--- config.mk ---
export PLATFORM = sky130hd
export DESIGN_NAME = mpg_irq_hub
export DESIGN_NICKNAME = d
export VERILOG_FILES = /design/src/rtl/mpg_irq_pkg.sv /design/src/rtl/mpg_pos_detect.sv /design/src/rtl/mpg_event_cmp.sv /design/src/rtl/mpg_flag_bank.sv /design/src/rtl/mpg_irq_hub.sv
export SDC_FILE = /design/constraint.sdc
export NUM_CORES = 1
export LEC_CHECK = 0
export CAP_MARGIN = 20
export CORE_MARGIN = 8
export CORE_UTILIZATION = 37
export CTS_BUF_LIST = sky130_fd_sc_hd__clkbuf_8
export DETAILED_ROUTE_END_ITERATION = 8
export GPL_ROUTABILITY_DRIVEN = 0
export HOLD_SLACK_MARGIN = 0.02
export PLACE_DENSITY = 0.86
export SLEW_MARGIN = 20
export SYNTH_ARGS = -nofsm -noshare
export SYNTH_HDL_FRONTEND = slang
export SYNTH_SLANG_ARGS = --single-unit
--- constraint.sdc ---
create_clock -name clk -period 2.7 [get_ports clk]
set_input_delay 0.405 -clock clk [delete_from_list [all_inputs] [get_ports clk]]
set_output_delay 0.405 -clock clk [all_outputs]
set_load 0.005 [all_outputs]
--- src/rtl/mpg_irq_pkg.sv ---
package mpg_irq_pkg;

    localparam int NUM_FLAGS = 5;
    localparam int F_POS  = 0;
    localparam int F_CMP  = 1;
    localparam int F_SHDN = 2;
    localparam int F_WR   = 3;
    localparam int F_CLR  = 4;

    localparam logic [1:0] EDGE_RISE = 2'b00;
    localparam logic [1:0] EDGE_FALL = 2'b01;
    localparam logic [1:0] EDGE_BOTH = 2'b10;
    localparam logic [1:0] MODE_LVL  = 2'b11;

    typedef enum logic [1:0] {
        ST_FILL_A = 2'd0,
        ST_FILL_B = 2'd1,
        ST_FILL_C = 2'd2,
        ST_WATCH  = 2'd3
    } pos_state_t;

endpackage

--- src/rtl/mpg_pos_detect.sv ---
module mpg_pos_detect
    import mpg_irq_pkg::*;
#(
    parameter int POS_W = 3
) (
    input  logic             clk,
    input  logic             rst_n,
    input  logic [POS_W-1:0] pos_in,
    input  logic [POS_W-1:0] out_data,
    input  logic [1:0]       edge_sel,
    output logic             pos_evt
);

    logic [POS_W-1:0] sync_a;
    logic [POS_W-1:0] sync_b;
    logic [POS_W-1:0] hist;
    pos_state_t       st_q;
    pos_state_t       st_d;
    logic             any_rise;
    logic             any_fall;
    logic             any_chg;
    logic             lvl_hit;
    logic             cond_hit;

    // synchronizer and history
    always_ff @(posedge clk) begin
        if (!rst_n) begin
            sync_a <= '0;
            sync_b <= '0;
            hist   <= '0;
        end else begin
            sync_a <= pos_in;
            sync_b <= sync_a;
            hist   <= sync_b;
        end
    end

    // state register
    always_ff @(posedge clk) begin
        if (!rst_n) st_q <= ST_FILL_A;
        else        st_q <= st_d;
    end

    // next state
    always_comb begin
        st_d = st_q;
        unique case (st_q)
            ST_FILL_A: st_d = ST_FILL_B;
            ST_FILL_B: st_d = ST_FILL_C;
            ST_FILL_C: st_d = ST_WATCH;
            ST_WATCH:  st_d = ST_WATCH;
            default:   st_d = ST_FILL_A;
        endcase
    end

    assign any_rise = |(sync_b & ~hist);
    assign any_fall = |(~sync_b & hist);
    assign any_chg  = |(sync_b ^ hist);
    assign lvl_hit  = (sync_b == out_data);

    always_comb begin
        cond_hit = 1'b0;
        unique case (edge_sel)
            EDGE_RISE: cond_hit = any_rise;
            EDGE_FALL: cond_hit = any_fall;
            EDGE_BOTH: cond_hit = any_chg;
            MODE_LVL:  cond_hit = lvl_hit;
            default:   cond_hit = 1'b0;
        endcase
    end

    // outputs per state
    always_comb begin
        pos_evt = 1'b0;
        unique case (st_q)
            ST_FILL_A, ST_FILL_B, ST_FILL_C: pos_evt = 1'b0;
            ST_WATCH:                        pos_evt = cond_hit;
            default:                         pos_evt = 1'b0;
        endcase
    end

endmodule

--- src/rtl/mpg_event_cmp.sv ---
module mpg_event_cmp #(
    parameter int POS_W = 3,
    parameter int TMR_W = 16
) (
    input  logic [POS_W-1:0] out_data,
    input  logic [POS_W-1:0] cmp_data,
    input  logic [TMR_W-1:0] tmr_cnt,
    input  logic [TMR_W-1:0] clr_val,
    output logic             cmp_evt,
    output logic             clr_evt
);

    assign cmp_evt = (out_data == cmp_data);
    assign clr_evt = (tmr_cnt == clr_val);

endmodule

--- src/rtl/mpg_flag_bank.sv ---
module mpg_flag_bank #(
    parameter int N = 5
) (
    input  logic         clk,
    input  logic         rst_n,
    input  logic [N-1:0] set_vec,
    input  logic [N-1:0] clr_vec,
    output logic [N-1:0] flag_vec
);

    for (genvar i = 0; i < N; i++) begin : g_flag
        always_ff @(posedge clk) begin
            if (!rst_n)          flag_vec[i] <= 1'b0;
            else if (set_vec[i]) flag_vec[i] <= 1'b1;
            else if (clr_vec[i]) flag_vec[i] <= 1'b0;
        end
    end

endmodule

--- src/rtl/mpg_irq_hub.sv ---
module mpg_irq_hub
    import mpg_irq_pkg::*;
#(
    parameter int POS_W = 3,
    parameter int TMR_W = 16
) (
    input  logic             clk,
    input  logic             rst_n,
    input  logic [POS_W-1:0] pos_in,
    input  logic [POS_W-1:0] out_data,
    input  logic [POS_W-1:0] cmp_data,
    input  logic [1:0]       edge_sel,
    input  logic             shdn_n,
    input  logic             wr_strobe,
    input  logic [TMR_W-1:0] tmr_cnt,
    input  logic [TMR_W-1:0] clr_val,
    input  logic             en_pos,
    input  logic             en_cmp,
    input  logic             en_shdn,
    input  logic             en_wr,
    input  logic             en_clr,
    input  logic             w1c_pos,
    input  logic             w1c_cmp,
    input  logic             w1c_shdn,
    input  logic             w1c_wr,
    input  logic             w1c_clr,
    output logic             flag_pos,
    output logic             flag_cmp,
    output logic             flag_shdn,
    output logic             flag_wr,
    output logic             flag_clr,
    output logic             irq_a,
    output logic             irq_b,
    output logic             irq_c
);

    logic                 pos_evt;
    logic                 cmp_evt;
    logic                 clr_evt;
    logic [NUM_FLAGS-1:0] set_vec;
    logic [NUM_FLAGS-1:0] clr_vec;
    logic [NUM_FLAGS-1:0] flag_vec;

    mpg_pos_detect #(.POS_W(POS_W)) u_pos (
        .clk      (clk),
        .rst_n    (rst_n),
        .pos_in   (pos_in),
        .out_data (out_data),
        .edge_sel (edge_sel),
        .pos_evt  (pos_evt)
    );

    mpg_event_cmp #(.POS_W(POS_W), .TMR_W(TMR_W)) u_cmp (
        .out_data (out_data),
        .cmp_data (cmp_data),
        .tmr_cnt  (tmr_cnt),
        .clr_val  (clr_val),
        .cmp_evt  (cmp_evt),
        .clr_evt  (clr_evt)
    );

    always_comb begin
        set_vec         = '0;
        set_vec[F_POS]  = pos_evt & en_pos;
        set_vec[F_CMP]  = cmp_evt & en_cmp;
        set_vec[F_SHDN] = ~shdn_n & en_shdn;
        set_vec[F_WR]   = wr_strobe & en_wr;
        set_vec[F_CLR]  = clr_evt & en_clr;
        clr_vec         = '0;
        clr_vec[F_POS]  = w1c_pos;
        clr_vec[F_CMP]  = w1c_cmp;
        clr_vec[F_SHDN] = w1c_shdn;
        clr_vec[F_WR]   = w1c_wr;
        clr_vec[F_CLR]  = w1c_clr;
    end

    mpg_flag_bank #(.N(NUM_FLAGS)) u_flags (
        .clk      (clk),
        .rst_n    (rst_n),
        .set_vec  (set_vec),
        .clr_vec  (clr_vec),
        .flag_vec (flag_vec)
    );

    assign flag_pos  = flag_vec[F_POS];
    assign flag_cmp  = flag_vec[F_CMP];
    assign flag_shdn = flag_vec[F_SHDN];
    assign flag_wr   = flag_vec[F_WR];
    assign flag_clr  = flag_vec[F_CLR];

    assign irq_a = flag_vec[F_SHDN];
    assign irq_b = flag_vec[F_WR] | flag_vec[F_CLR];
    assign irq_c = flag_vec[F_POS] | flag_vec[F_CMP];

endmodule

==> impl_metrics.yaml <==
power_and_ir_drop:
  p_sw_share_pct: 20.8
  max-vdd-ir-drop_v: 0.000232
  p_seq_share_pct: 41.4
  pwr-share-comb_pct: 24.8
  internal-power_mw: 0.484
  p_leak_nw: 0.622
  p_per_area_mw_per_mm2: 382
  switchingPower_mw: 0.127
  clkPwrFrac_pct: 33.8
  finalPower_mw: 0.611
grt:
  grt_pass1_wl_um: 4540
  grt_pass1_vias: 1041
  antenna_found_initial: 0
  grt_max_degree: 18
  globalRouteOverflowTotal: 0
  grtUsageTotal_pct: 14.0
critical_path:
  required_ps: 2300
  cp_num_cells: 2
  path_max_fanout: 3
  slowest_delay_ps: 470
  critPathBufInv: 1
  r2r_cells: 6
  cp-start-kind: "flip-flop"
  worst_path_max_delay_cell: "clkdlybuf4s50_1"
  path_cells: "or2_2 > clkdlybuf4s50_1"
  endpoint_kind: "output port"
  arrival_ps: 1330
  crit_type: "flip-flop to output port"
  critical_path.top_delay_family: "buffers and inverters"
detailed_routing:
  drt-initial-drc-count: 15
  num_vias: 884
  drtAntennaViolNets: 0
  routed_wl_um: 2750
  dr.pass1.iters: 4
  remaining_drc_errors: 0
  drt-vias-per-instance: 4.73
  wl_per_cell_um: 14.7
sta:
  min_period_over_period_pct: 64.3
  hold_viol_final: 0
  skew_ps: 3.50
  rsz0062_at_grt: "false"
  worst_pin_slew_ps: 492
  slew_violations: 0
  slew_headroom_pct: 67.1
  max_freq_ghz: 0.576
  tns_ps: 0
  fin_hold_ws_ps: 432
  fin_crit_ps: 1740
  final-setup-viol-count: 0
worst_hold_path:
  hp-class: "flip-flop to flip-flop"
  worstHoldPathCells: 1
clock_tree:
  cts_sinks: 16
  hold_buffers: 0
  cts-root-buf: "clkbuf_8"
  numCtsBuffers: 3
  clkLatencyLatePin_ps: 250
  cts.repair.resized: 0
  h-tree-depth: 1
  path_clk_slew_ps: 60
  tritoncts: "done"
  clk_path_buf_depth: 2
  cts_setup_buffers: 0
layout:
  fin_nets: 223
  layout_common_cells: "64 x clkdlybuf4s50_1, 16 x dfxtp_1, 15 x xor2_1, 10 x and2_1, 9 x inv_1"
  final_common_cell: "clkdlybuf4s50_1"
  area_growth_pct: 81.9
  antenna_cells: 0
  drive_above_1_share_pct: 3.77
die:
  die_x_um: 64.7
  fp.dieArea_sq_mm: 0.00419
  die_y_um: 64.7
  fp-row-count: 17
  io_pins: 65
  initial_utilization_pct: 39.3
  core_sq_mm: 0.00223
logic_synthesis:
  yosys_warnings: 0
  synth_seq_area_share_pct: 36.5
  synth_fp_nets: 156
  synth.largest_area_cell: "dfxtp_1"
  synth_area_leaders: "dfxtp_1 36%, xor2_1 15%, ha_1 8.5%"
  avgSynthCellArea_sq_um: 9.44
  synth_top_cell_area_share_pct: 36.5
  ys_ff_latch: 16
  synth_area_sq_um: 878
  ys_types: 27
  syn_inst: 93
placed_design:
  dp_hpwl_um: 2480
  io_buffers: 64
status:
  outcome: "complete, no violations"
run:
  cap_violations: 0
==> power by group through the flow <==
stage / logic (mW) / registers, mW / clock network [mW]
6_report: 0.151 / 0.253 / 0.206
3_5_place_dp: 0.153 / 0.258 / 0
5_1_grt: 0.165 / 0.254 / 0.222
2_1_floorplan: 0.0459 / 0.257 / 0
4_1_cts: 0.153 / 0.253 / 0.213
3_3_place_gp: 0.146 / 0.258 / 0
==> Yosys cell counts <==
master / instances
or4b_1: 1
dfxtp_1: 16
o22ai_1: 1
and2_1: 10
o21ai_0: 1
xnor2_1: 7
nand3b_1: 1
a41oi_1: 1
or2_2: 2
a21oi_1: 1
nand2b_1: 2
buf_4: 1
xor2_1: 15
o21a_1: 2
a21boi_0: 3
nor4_1: 3
nor2b_1: 1
ha_1: 6
inv_1: 9
nand2_1: 1
nor3_1: 1
or4_1: 1
a211oi_1: 1
clkbuf_1: 1
nand4_1: 2
a31oi_1: 1
nand3_1: 2
==> kinds of logic (layout without fill, tap and decap cells) <==
group | Yosys count | count (layout) | synth area share (%)
compound gates | 11 | 11 | 8.69
xor+xnor | 22 | 22 | 21.9
fa+ha+maj | 6 | 6 | 8.55
buf+inv | 11 | 77 | 5.13
simple gates | 27 | 27 | 19.2
flops | 16 | 16 | 36.5
==> flip-flops by register name, indices dropped and copies added, names as in the netlist <==
name,flops
u_pos.st_q,2
u_pos.sync_b,3
u_pos.sync_a,3
u_pos.hist,3
u_flags.flag_vec,5
==> final cells by class <==
| type | instances | area [sq um] |
|---|---|---|
| clock buffers | 4 | 55.1 |
| fillers | 176 | 636 |
| inverters | 9 | 33.8 |
| multi-input cells | 66 | 513 |
| flip-flops and latches | 16 | 320 |
| well taps | 28 | 35.0 |
| repair buffers | 64 | 641 |
==> path summary, 6_finish.rpt <==
check | from | end | slack (ps)
worst max-delay path | u_flags.flag_vec[4] | irq_b | 960
worst min-delay path | u_pos.sync_a[0] | u_pos.sync_b[0] | 430
worst max register to register | u_pos.sync_b[2] | u_flags.flag_vec[0] | 1020
worst min register to register | u_pos.sync_a[0] | u_pos.sync_b[0] | 430
==> metal layers <==
layer  routed length [um]  vias up  global-route usage (%)
li1                     -      436                       -
met4                   56        0                    7.36
met5                    0        -                       0
met2                 1230       61                    23.5
met3                  498        5                    11.2
met1                  956      382                    11.7
==> stage by stage <==
stage | cell area (sq um) | setup WS (ps) | instances | util [%]
after global placement | 1540 | 870 | 183 | 69.1
after CTS | 1600 | 944 | 187 | 71.5
after global routing | 1600 | 909 | 187 | 71.5
final | 1600 | 964 | 187 | 71.5
after detailed placement | 1540 | 786 | 183 | 69.1
after floorplan | 878 | 1170 | 93 | -
Note: power is estimated with default switching activity, not from simulation.
